[config.mk]
export PLATFORM = sky130hd
export DESIGN_NAME = tis_solver
export DESIGN_NICKNAME = d
export VERILOG_FILES = /design/src/rtl/tis_pkg.sv /design/src/rtl/tis_pivot_pick.sv /design/src/rtl/tis_root_check.sv /design/src/rtl/tis_solver.sv
export SDC_FILE = /design/constraint.sdc
export NUM_CORES = 1
export LEC_CHECK = 0
export CORE_ASPECT_RATIO = 2
export CORE_MARGIN = 2
export CORE_UTILIZATION = 40
export DETAILED_ROUTE_END_ITERATION = 12
export GPL_ROUTABILITY_DRIVEN = 1
export GPL_TIMING_DRIVEN = 0
export PLACE_DENSITY = 0.71
export SLEW_MARGIN = 20
export SYNTH_ARGS = -nofsm -noshare
export SYNTH_HDL_FRONTEND = slang
export SYNTH_SLANG_ARGS = --single-unit
[constraint.sdc]
create_clock -name clk -period 3.1 [get_ports clk]
set_input_delay 0.31 -clock clk [delete_from_list [all_inputs] [get_ports clk]]
set_output_delay 0.31 -clock clk [all_outputs]
set_load 0.05 [all_outputs]
[src/rtl/tis_pkg.sv]
package tis_pkg;
  typedef enum logic [2:0] {
    ST_IDLE,
    ST_SWAP,
    ST_CLR,
    ST_ROT,
    ST_FIN
  } tis_state_e;
endpackage

[src/rtl/tis_pivot_pick.sv]
module tis_pivot_pick #(
  parameter int M  = 8,
  parameter int IW = 3
) (
  input  logic [M-1:0]  top_row,
  input  logic [M-1:0]  diag,
  output logic          swap_en,
  output logic [IW-1:0] swap_idx
);
  logic [M-1:0] cand_zero_diag;
  logic [M-1:0] cand_one_diag;

  always_comb begin
    cand_zero_diag    = top_row & ~diag;
    cand_one_diag     = top_row & diag;
    cand_zero_diag[0] = 1'b0;
    cand_one_diag[0]  = 1'b0;
    swap_en  = 1'b0;
    swap_idx = '0;
    if (!top_row[0]) begin
      // fallback: leftmost column with a one on its diagonal
      for (int j = M - 1; j >= 1; j--) begin
        if (cand_one_diag[j]) begin
          swap_en  = 1'b1;
          swap_idx = IW'(j);
        end
      end
      // preferred: leftmost column with a zero on its diagonal (overrides)
      for (int j = M - 1; j >= 1; j--) begin
        if (cand_zero_diag[j]) begin
          swap_en  = 1'b1;
          swap_idx = IW'(j);
        end
      end
    end
  end
endmodule

[src/rtl/tis_root_check.sv]
module tis_root_check #(
  parameter int M = 8
) (
  input  logic [M-1:0][M-1:0] red_mat,
  input  logic [M-1:0]        red_vec,
  output logic                sol_ok,
  output logic [M-1:0]        sol_root,
  output logic [M-1:0][M-1:0] sol_basis,
  output logic [M-1:0]        sol_valid
);
  logic [M-1:0] diag;

  for (genvar k = 0; k < M; k++) begin : g_diag
    assign diag[k] = red_mat[k][k];
  end

  // the vector is a root when it has no bit where the diagonal is zero
  assign sol_ok   = ~|(red_vec & ~diag);
  assign sol_root = sol_ok ? red_vec : '0;

  for (genvar k = 0; k < M; k++) begin : g_basis
    localparam logic [M-1:0] UNIT = M'(1) << k;
    assign sol_valid[k] = sol_ok & ~diag[k];
    assign sol_basis[k] = sol_valid[k] ? (red_mat[k] ^ UNIT) : '0;
  end
endmodule

[src/rtl/tis_solver.sv]
module tis_solver #(
  parameter int M = 8
) (
  input  logic           clk,
  input  logic           rst,
  input  logic           start,
  input  logic [M*M-1:0] mat_in,
  input  logic [M-1:0]   vec_in,
  output logic           busy,
  output logic           done,
  output logic           found,
  output logic           no_solution,
  output logic [M-1:0]   root,
  output logic [M*M-1:0] basis,
  output logic [M-1:0]   basis_valid
);
  import tis_pkg::*;

  localparam int IW  = (M > 1) ? $clog2(M) : 1;
  localparam int LAT = 3 * M + 1;
  localparam int CW  = $clog2(LAT + 2);

  tis_state_e          state;
  logic [IW-1:0]       iter;
  logic [M-1:0][M-1:0] mat_q;
  logic [M-1:0]        vec_q;
  logic [M-1:0][M-1:0] mat_nxt;
  logic [M-1:0]        vec_nxt;
  logic [M-1:0]        diag;
  logic                sw_en;
  logic [IW-1:0]       sw_idx;
  logic                rc_ok;
  logic [M-1:0]        rc_root;
  logic [M-1:0][M-1:0] rc_basis;
  logic [M-1:0]        rc_valid;
  logic                accept;

  assign accept = (state == ST_IDLE) && start;
  assign busy   = (state != ST_IDLE);

  for (genvar k = 0; k < M; k++) begin : g_diag
    assign diag[k] = mat_q[k][k];
  end

  tis_pivot_pick #(.M(M), .IW(IW)) u_pick (
    .top_row (mat_q[0]),
    .diag    (diag),
    .swap_en (sw_en),
    .swap_idx(sw_idx)
  );

  tis_root_check #(.M(M)) u_chk (
    .red_mat  (mat_q),
    .red_vec  (vec_q),
    .sol_ok   (rc_ok),
    .sol_root (rc_root),
    .sol_basis(rc_basis),
    .sol_valid(rc_valid)
  );

  // one reduction step per clock; U is treated as an extra row
  always_comb begin
    mat_nxt = mat_q;
    vec_nxt = vec_q;
    case (state)
      ST_SWAP: begin
        if (sw_en) begin
          for (int r = 0; r < M; r++) begin
            mat_nxt[r][0]      = mat_q[r][sw_idx];
            mat_nxt[r][sw_idx] = mat_q[r][0];
          end
          vec_nxt[0]      = vec_q[sw_idx];
          vec_nxt[sw_idx] = vec_q[0];
        end
      end
      ST_CLR: begin
        for (int j = 1; j < M; j++) begin
          if (mat_q[0][j]) begin
            for (int r = 0; r < M; r++) begin
              mat_nxt[r][j] = mat_q[r][j] ^ mat_q[r][0];
            end
            vec_nxt[j] = vec_q[j] ^ vec_q[0];
          end
        end
      end
      ST_ROT: begin
        for (int r = 0; r < M; r++) begin
          mat_nxt[r] = {mat_q[(r + 1) % M][0], mat_q[(r + 1) % M][M-1:1]};
        end
        vec_nxt = {vec_q[0], vec_q[M-1:1]};
      end
      default: ;
    endcase
  end

  always_ff @(posedge clk) begin
    if (rst) begin
      state       <= ST_IDLE;
      iter        <= '0;
      mat_q       <= '0;
      vec_q       <= '0;
      done        <= 1'b0;
      found       <= 1'b0;
      no_solution <= 1'b0;
      root        <= '0;
      basis       <= '0;
      basis_valid <= '0;
    end else begin
      done <= 1'b0;
      case (state)
        ST_IDLE: begin
          if (start) begin
            mat_q <= mat_in;
            vec_q <= vec_in;
            iter  <= '0;
            state <= ST_SWAP;
          end
        end
        ST_SWAP: begin
          mat_q <= mat_nxt;
          vec_q <= vec_nxt;
          state <= ST_CLR;
        end
        ST_CLR: begin
          mat_q <= mat_nxt;
          vec_q <= vec_nxt;
          state <= ST_ROT;
        end
        ST_ROT: begin
          mat_q <= mat_nxt;
          vec_q <= vec_nxt;
          if (iter == IW'(M - 1)) begin
            state <= ST_FIN;
          end else begin
            iter  <= iter + 1'b1;
            state <= ST_SWAP;
          end
        end
        ST_FIN: begin
          done        <= 1'b1;
          found       <= rc_ok;
          no_solution <= ~rc_ok;
          root        <= rc_root;
          basis       <= rc_basis;
          basis_valid <= rc_valid;
          state       <= ST_IDLE;
        end
        default: state <= ST_IDLE;
      endcase
    end
  end

  // ---------------- assertions ----------------
  logic [CW-1:0] lat_cnt;
  always_ff @(posedge clk) begin
    if (rst)         lat_cnt <= '0;
    else if (accept) lat_cnt <= '0;
    else if (busy)   lat_cnt <= lat_cnt + 1'b1;
  end

  p_done_pulse_r2: assert property (@(posedge clk) disable iff (rst)
    done |=> !done);

  p_latency_r2: assert property (@(posedge clk) disable iff (rst)
    done |-> (lat_cnt == CW'(LAT)));

  p_one_flag_r4: assert property (@(posedge clk) disable iff (rst)
    done |-> (found != no_solution));

  p_nosol_mask_r7: assert property (@(posedge clk) disable iff (rst)
    no_solution |-> (basis_valid == '0));

  p_hold_r8: assert property (@(posedge clk) disable iff (rst)
    (state != ST_FIN) |=> ($stable(root) && $stable(found) && $stable(basis_valid)));

  p_pivot_top_r5: assert property (@(posedge clk) disable iff (rst)
    (state == ST_SWAP && sw_en) |-> mat_q[0][sw_idx]);

  p_top_cleared_r6: assert property (@(posedge clk) disable iff (rst)
    (state == ST_ROT) |-> $onehot0(mat_q[0]));
endmodule

==> results of run 1 <==
## cell type report
cell class,instances,area share [%]
tap,276,2.91
clock inverter,10,0.991
multi-input combinational,845,46.0
sequential,153,25.8
buffer,110,4.80
inverter,22,0.696
clock buffer,22,3.91
timing repair buffer,178,14.9
## metal layers
| metal | global-route usage [%] | vias to the layer above |
|---|---|---|
| li1 | - | 4498 |
| met1 | 41.9 | 4958 |
| met2 | 60.0 | 719 |
| met3 | 6.58 | 260 |
| met4 | 30.3 | 0 |
| met5 | 0 | - |
## state kept, by name, summed over array words and instances, names as in the netlist
register     flops
mat_q           56
no_solution      1
basis           61
iter             3
done             1
basis_valid      3
found            1
vec_q            8
root             8
state            3
diag             8
## tightest hold or removal path: cells and delay by family
family                 cells  cell delay, ns
buffers and inverters      1            0.40
AOI/OAI and AO/OA          1            0.06
and+or+nand+nor            1            0.10
## layout by cell type, fill, tap and decap left out, types with 16 or more instances in the layout
cell type	n
nor2_1	173
clkdlybuf4s50_1	158
dfxtp_1	153
a22oi_1	124
nand2_1	95
clkbuf_1	66
xnor2_1	55
o21ai_0	50
nand2b_1	50
a21oi_1	34
a32o_1	32
buf_4	27
inv_1	22
clkbuf_16	17
a22o_1	16
## synthesized netlist by cell type, drive strengths merged, types with 3 or more instances
cell type,n,share of area (%)
o31ai,13,1.1
or2,4,0.28
and2,7,0.49
inv,22,0.92
nand2b,50,3.5
a22o,17,1.7
o211ai,8,0.67
a2bb2oi,4,0.39
o221a,3,0.38
and3,4,0.28
nor4,4,0.28
a22oi,124,10
nand2,96,4.0
or3,8,0.62
o22a,4,0.39
a21oi,41,2.3
o32a,8,0.90
buf,36,3.0
o2bb2ai,8,0.78
a31o,4,0.39
a41o,3,0.34
dfxtp,153,34
mux2i,6,0.67
o21ai,55,3.1
xnor2,55,5.4
a31oi,4,0.28
a211oi,13,1.1
a311oi,7,0.69
nor2,178,7.5
nand3,17,1.0
a32o,32,3.6
a221oi,3,0.29
clkbuf,75,3.1
or2b,5,0.43
o22ai,7,0.49
nor2b,10,0.70
nor3,9,0.50
o21a,3,0.25
## how the worst min path moves through the flow
stage	slack, ns	endpoint	cells after the start	from
finish	0.47	mat_q[12]	3	mat_in[12]
global route	0.50	mat_q[20]	3	mat_in[20]
CTS	0.47	mat_q[12]	3	mat_in[12]
detailed placement	0.49	iter[1]	2	iter[1]
global placement	0.47	iter[1]	2	iter[1]
floorplan	0.46	iter[1]	2	iter[1]
## cell families after synthesis
family	count (synthesis)	share of synthesized area, %
AND/OR/NAND/NOR	402	20.5
flip-flops	153	34.2
buffers and inverters	134	7.15
AO/OA/AOI/OAI	380	31.8
XOR/XNOR	55	5.39
adder cells (fa/ha/maj)	2	0.280
multiplexers	6	0.671
## power breakdown
group          total [µW]  internal (µW)  switching (µW)
Combinational        3230           1160            2070
Sequential           2460           2160             304
Clock                2120           1230             889
## stage by stage
| stage | total power (µW) | cells | instance area, µm² |
|---|---|---|---|
| final | 7810 | 1616 | 11900 |
| after global routing | 7990 | 1616 | 11900 |
| after CTS | 7550 | 1606 | 11700 |
| after detailed placement | 5360 | 1572 | 11000 |
| after global placement | 5290 | 1566 | 10900 |
| after floorplan | 4200 | 1132 | 8940 |
## repair_timing
| item | 4_1_cts | 5_1_grt |
|---|---|---|
| setup buffers | 4 | 10 |
| gates cloned | 0 | 0 |
| pin swaps | 3 | 7 |
| endpoints found under the setup margin | 79 | 58 |
| resized for setup | 38 | 15 |
==> impl_metrics.py, run 1 <==
metrics = {
    "run_status": {
        "status": "finished with violations",
        "violations": "setup timing",
    },
    "worst_setup_path": {
        "path_cells": "buf_2 -> nand2_1 -> a32o_1 -> o21ai_0 -> nand3_2 -> clkbuf_4 -> o21ai_0 -> a32o_1",
        "cp-endpoint": "diag[3]",
        "reg2reg_setup_slack_ns": -0.07,
        "critPathKind": "reg2reg",
        "path_buf_inv": 2,
        "critPathMaxFanout": 10,
        "endpoint_kind": "flip-flop",
        "crit_required_ns": 3.48,
        "worst_r2r_endpoint": "diag[3]",
        "reg2reg_from": "diag[3]",
        "critPathLaunch": "diag[3]",
        "r2r_cells": 8,
        "cp_top_family": "compound AO/OA/AOI/OAI gates",
        "crit_path_start_kind": "flip-flop",
        "path_depth": 8,
        "cp.arrival_ns": 3.55,
        "cpPeakStageDelay_ns": 0.57,
        "slowest_stage": "o21ai_0",
    },
    "logic_synthesis": {
        "synth_area_um2": 8940,
        "synth-edff-count": 0,
        "yosysUniqueCellTypes": 70,
        "async_flop_share_pct": 0,
        "synth_cells": 1132,
        "ys_seq_area_share_pct": 34.2,
        "ys_ff_latch": 153,
        "yosysWarningCount": 0,
        "synthesis.nets": 1209,
        "avgSynthCellArea_um2": 7.90,
        "ys.flop_type": "dfxtp_1",
    },
    "die": {
        "chipWidth_um": 110,
        "coreArea_um2": 22100,
        "dieArea_um2": 23600,
        "start_util_pct": 40.5,
        "rows": 77,
        "num_io_pins": 159,
        "die_y_um": 215,
    },
    "timing": {
        "fin_ws_ns": -0.0731,
        "setup-violations-final": 6,
        "finalCritPeriodShare_pct": 102,
        "maxSlewViolCount": 0,
        "rsz0062_at_grt": "true",
        "max_freq_ghz": 0.315,
        "tightest_slew_ns": 1.03,
        "relSlewSlack_pct": 31.6,
        "whs_ns": 0.473,
        "tns_ns": -0.152,
        "hold_violations": 0,
        "fin_crit_ns": 3.17,
        "clock_skew_ns": 0.0119,
    },
    "clock_network": {
        "tritoncts": "built",
        "clk_pin_slew_ns": 0.06,
        "clock_path_buffers": 2,
        "cts_made_buffers": 17,
        "clkLatencyLatePin_ns": 0.45,
        "root_buffer": "clkbuf_16",
        "htreeDepth": 4,
        "cts_hold_buf": 0,
        "clock_sinks": 153,
    },
    "route": {
        "wl_per_cell_um": 27.6,
        "wl_met1_mm": 15.1,
        "wl_mm": 44.5,
        "ant_nets": 0,
        "highest_layer": "met4",
        "wl_met2_mm": 21.0,
        "wl_met3_mm": 4.02,
        "drt-initial-drc-count": 1144,
        "vias_per_cell": 6.46,
        "dr.pass1.iters": 6,
        "vias": 10400,
        "route.detailed.drc": 0,
    },
    "final_layout": {
        "antenna_cells": 0,
        "multiInputGateArea_um2": 5460,
        "final_util_pct": 53.8,
        "syn_to_final_growth_pct": 32.7,
        "nets": 1404,
        "drive_gt1_share_pct": 10.2,
        "nFillCells": 2137,
        "area.sequential_um2": 3060,
    },
    "global_route": {
        "grt-ovfl-total": 0,
        "grt_max_degree": 17,
        "grt_pass1_wl_mm": 63.5,
        "gr-usage-all-layers_pct": 37.3,
        "grt_pass1_vias": 9897,
        "antenna_found_initial": 0,
    },
    "placement": {
        "io_buffers": 158,
        "dp_hpwl_mm": 31.9,
        "dp_slack_ns": -1.08,
        "gp_congestion": 1.02,
    },
    "power_and_ir_drop": {
        "p_leak_uw": 0.00416,
        "peakVddDrop_uv": 395,
        "p_per_area_nw_per_um2": 658,
    },
    "hold_path": {
        "min_path_type": "in2reg",
    },
    "run": {
        "drv_cap": 0,
    },
}
Power figures use the tool's default switching activity.
==> run 2: changes to the inputs <==
--- a/config.mk
+++ b/config.mk
@@ -8,6 +8,7 @@
 export CORE_ASPECT_RATIO = 2
 export CORE_MARGIN = 2
 export CORE_UTILIZATION = 40
+export CTS_CLUSTER_SIZE = 14
 export DETAILED_ROUTE_END_ITERATION = 12
 export GPL_ROUTABILITY_DRIVEN = 1
 export GPL_TIMING_DRIVEN = 0
==> results of run 2 <==
Same layout as run 1: the final DEF is identical, and so are final timing and power.
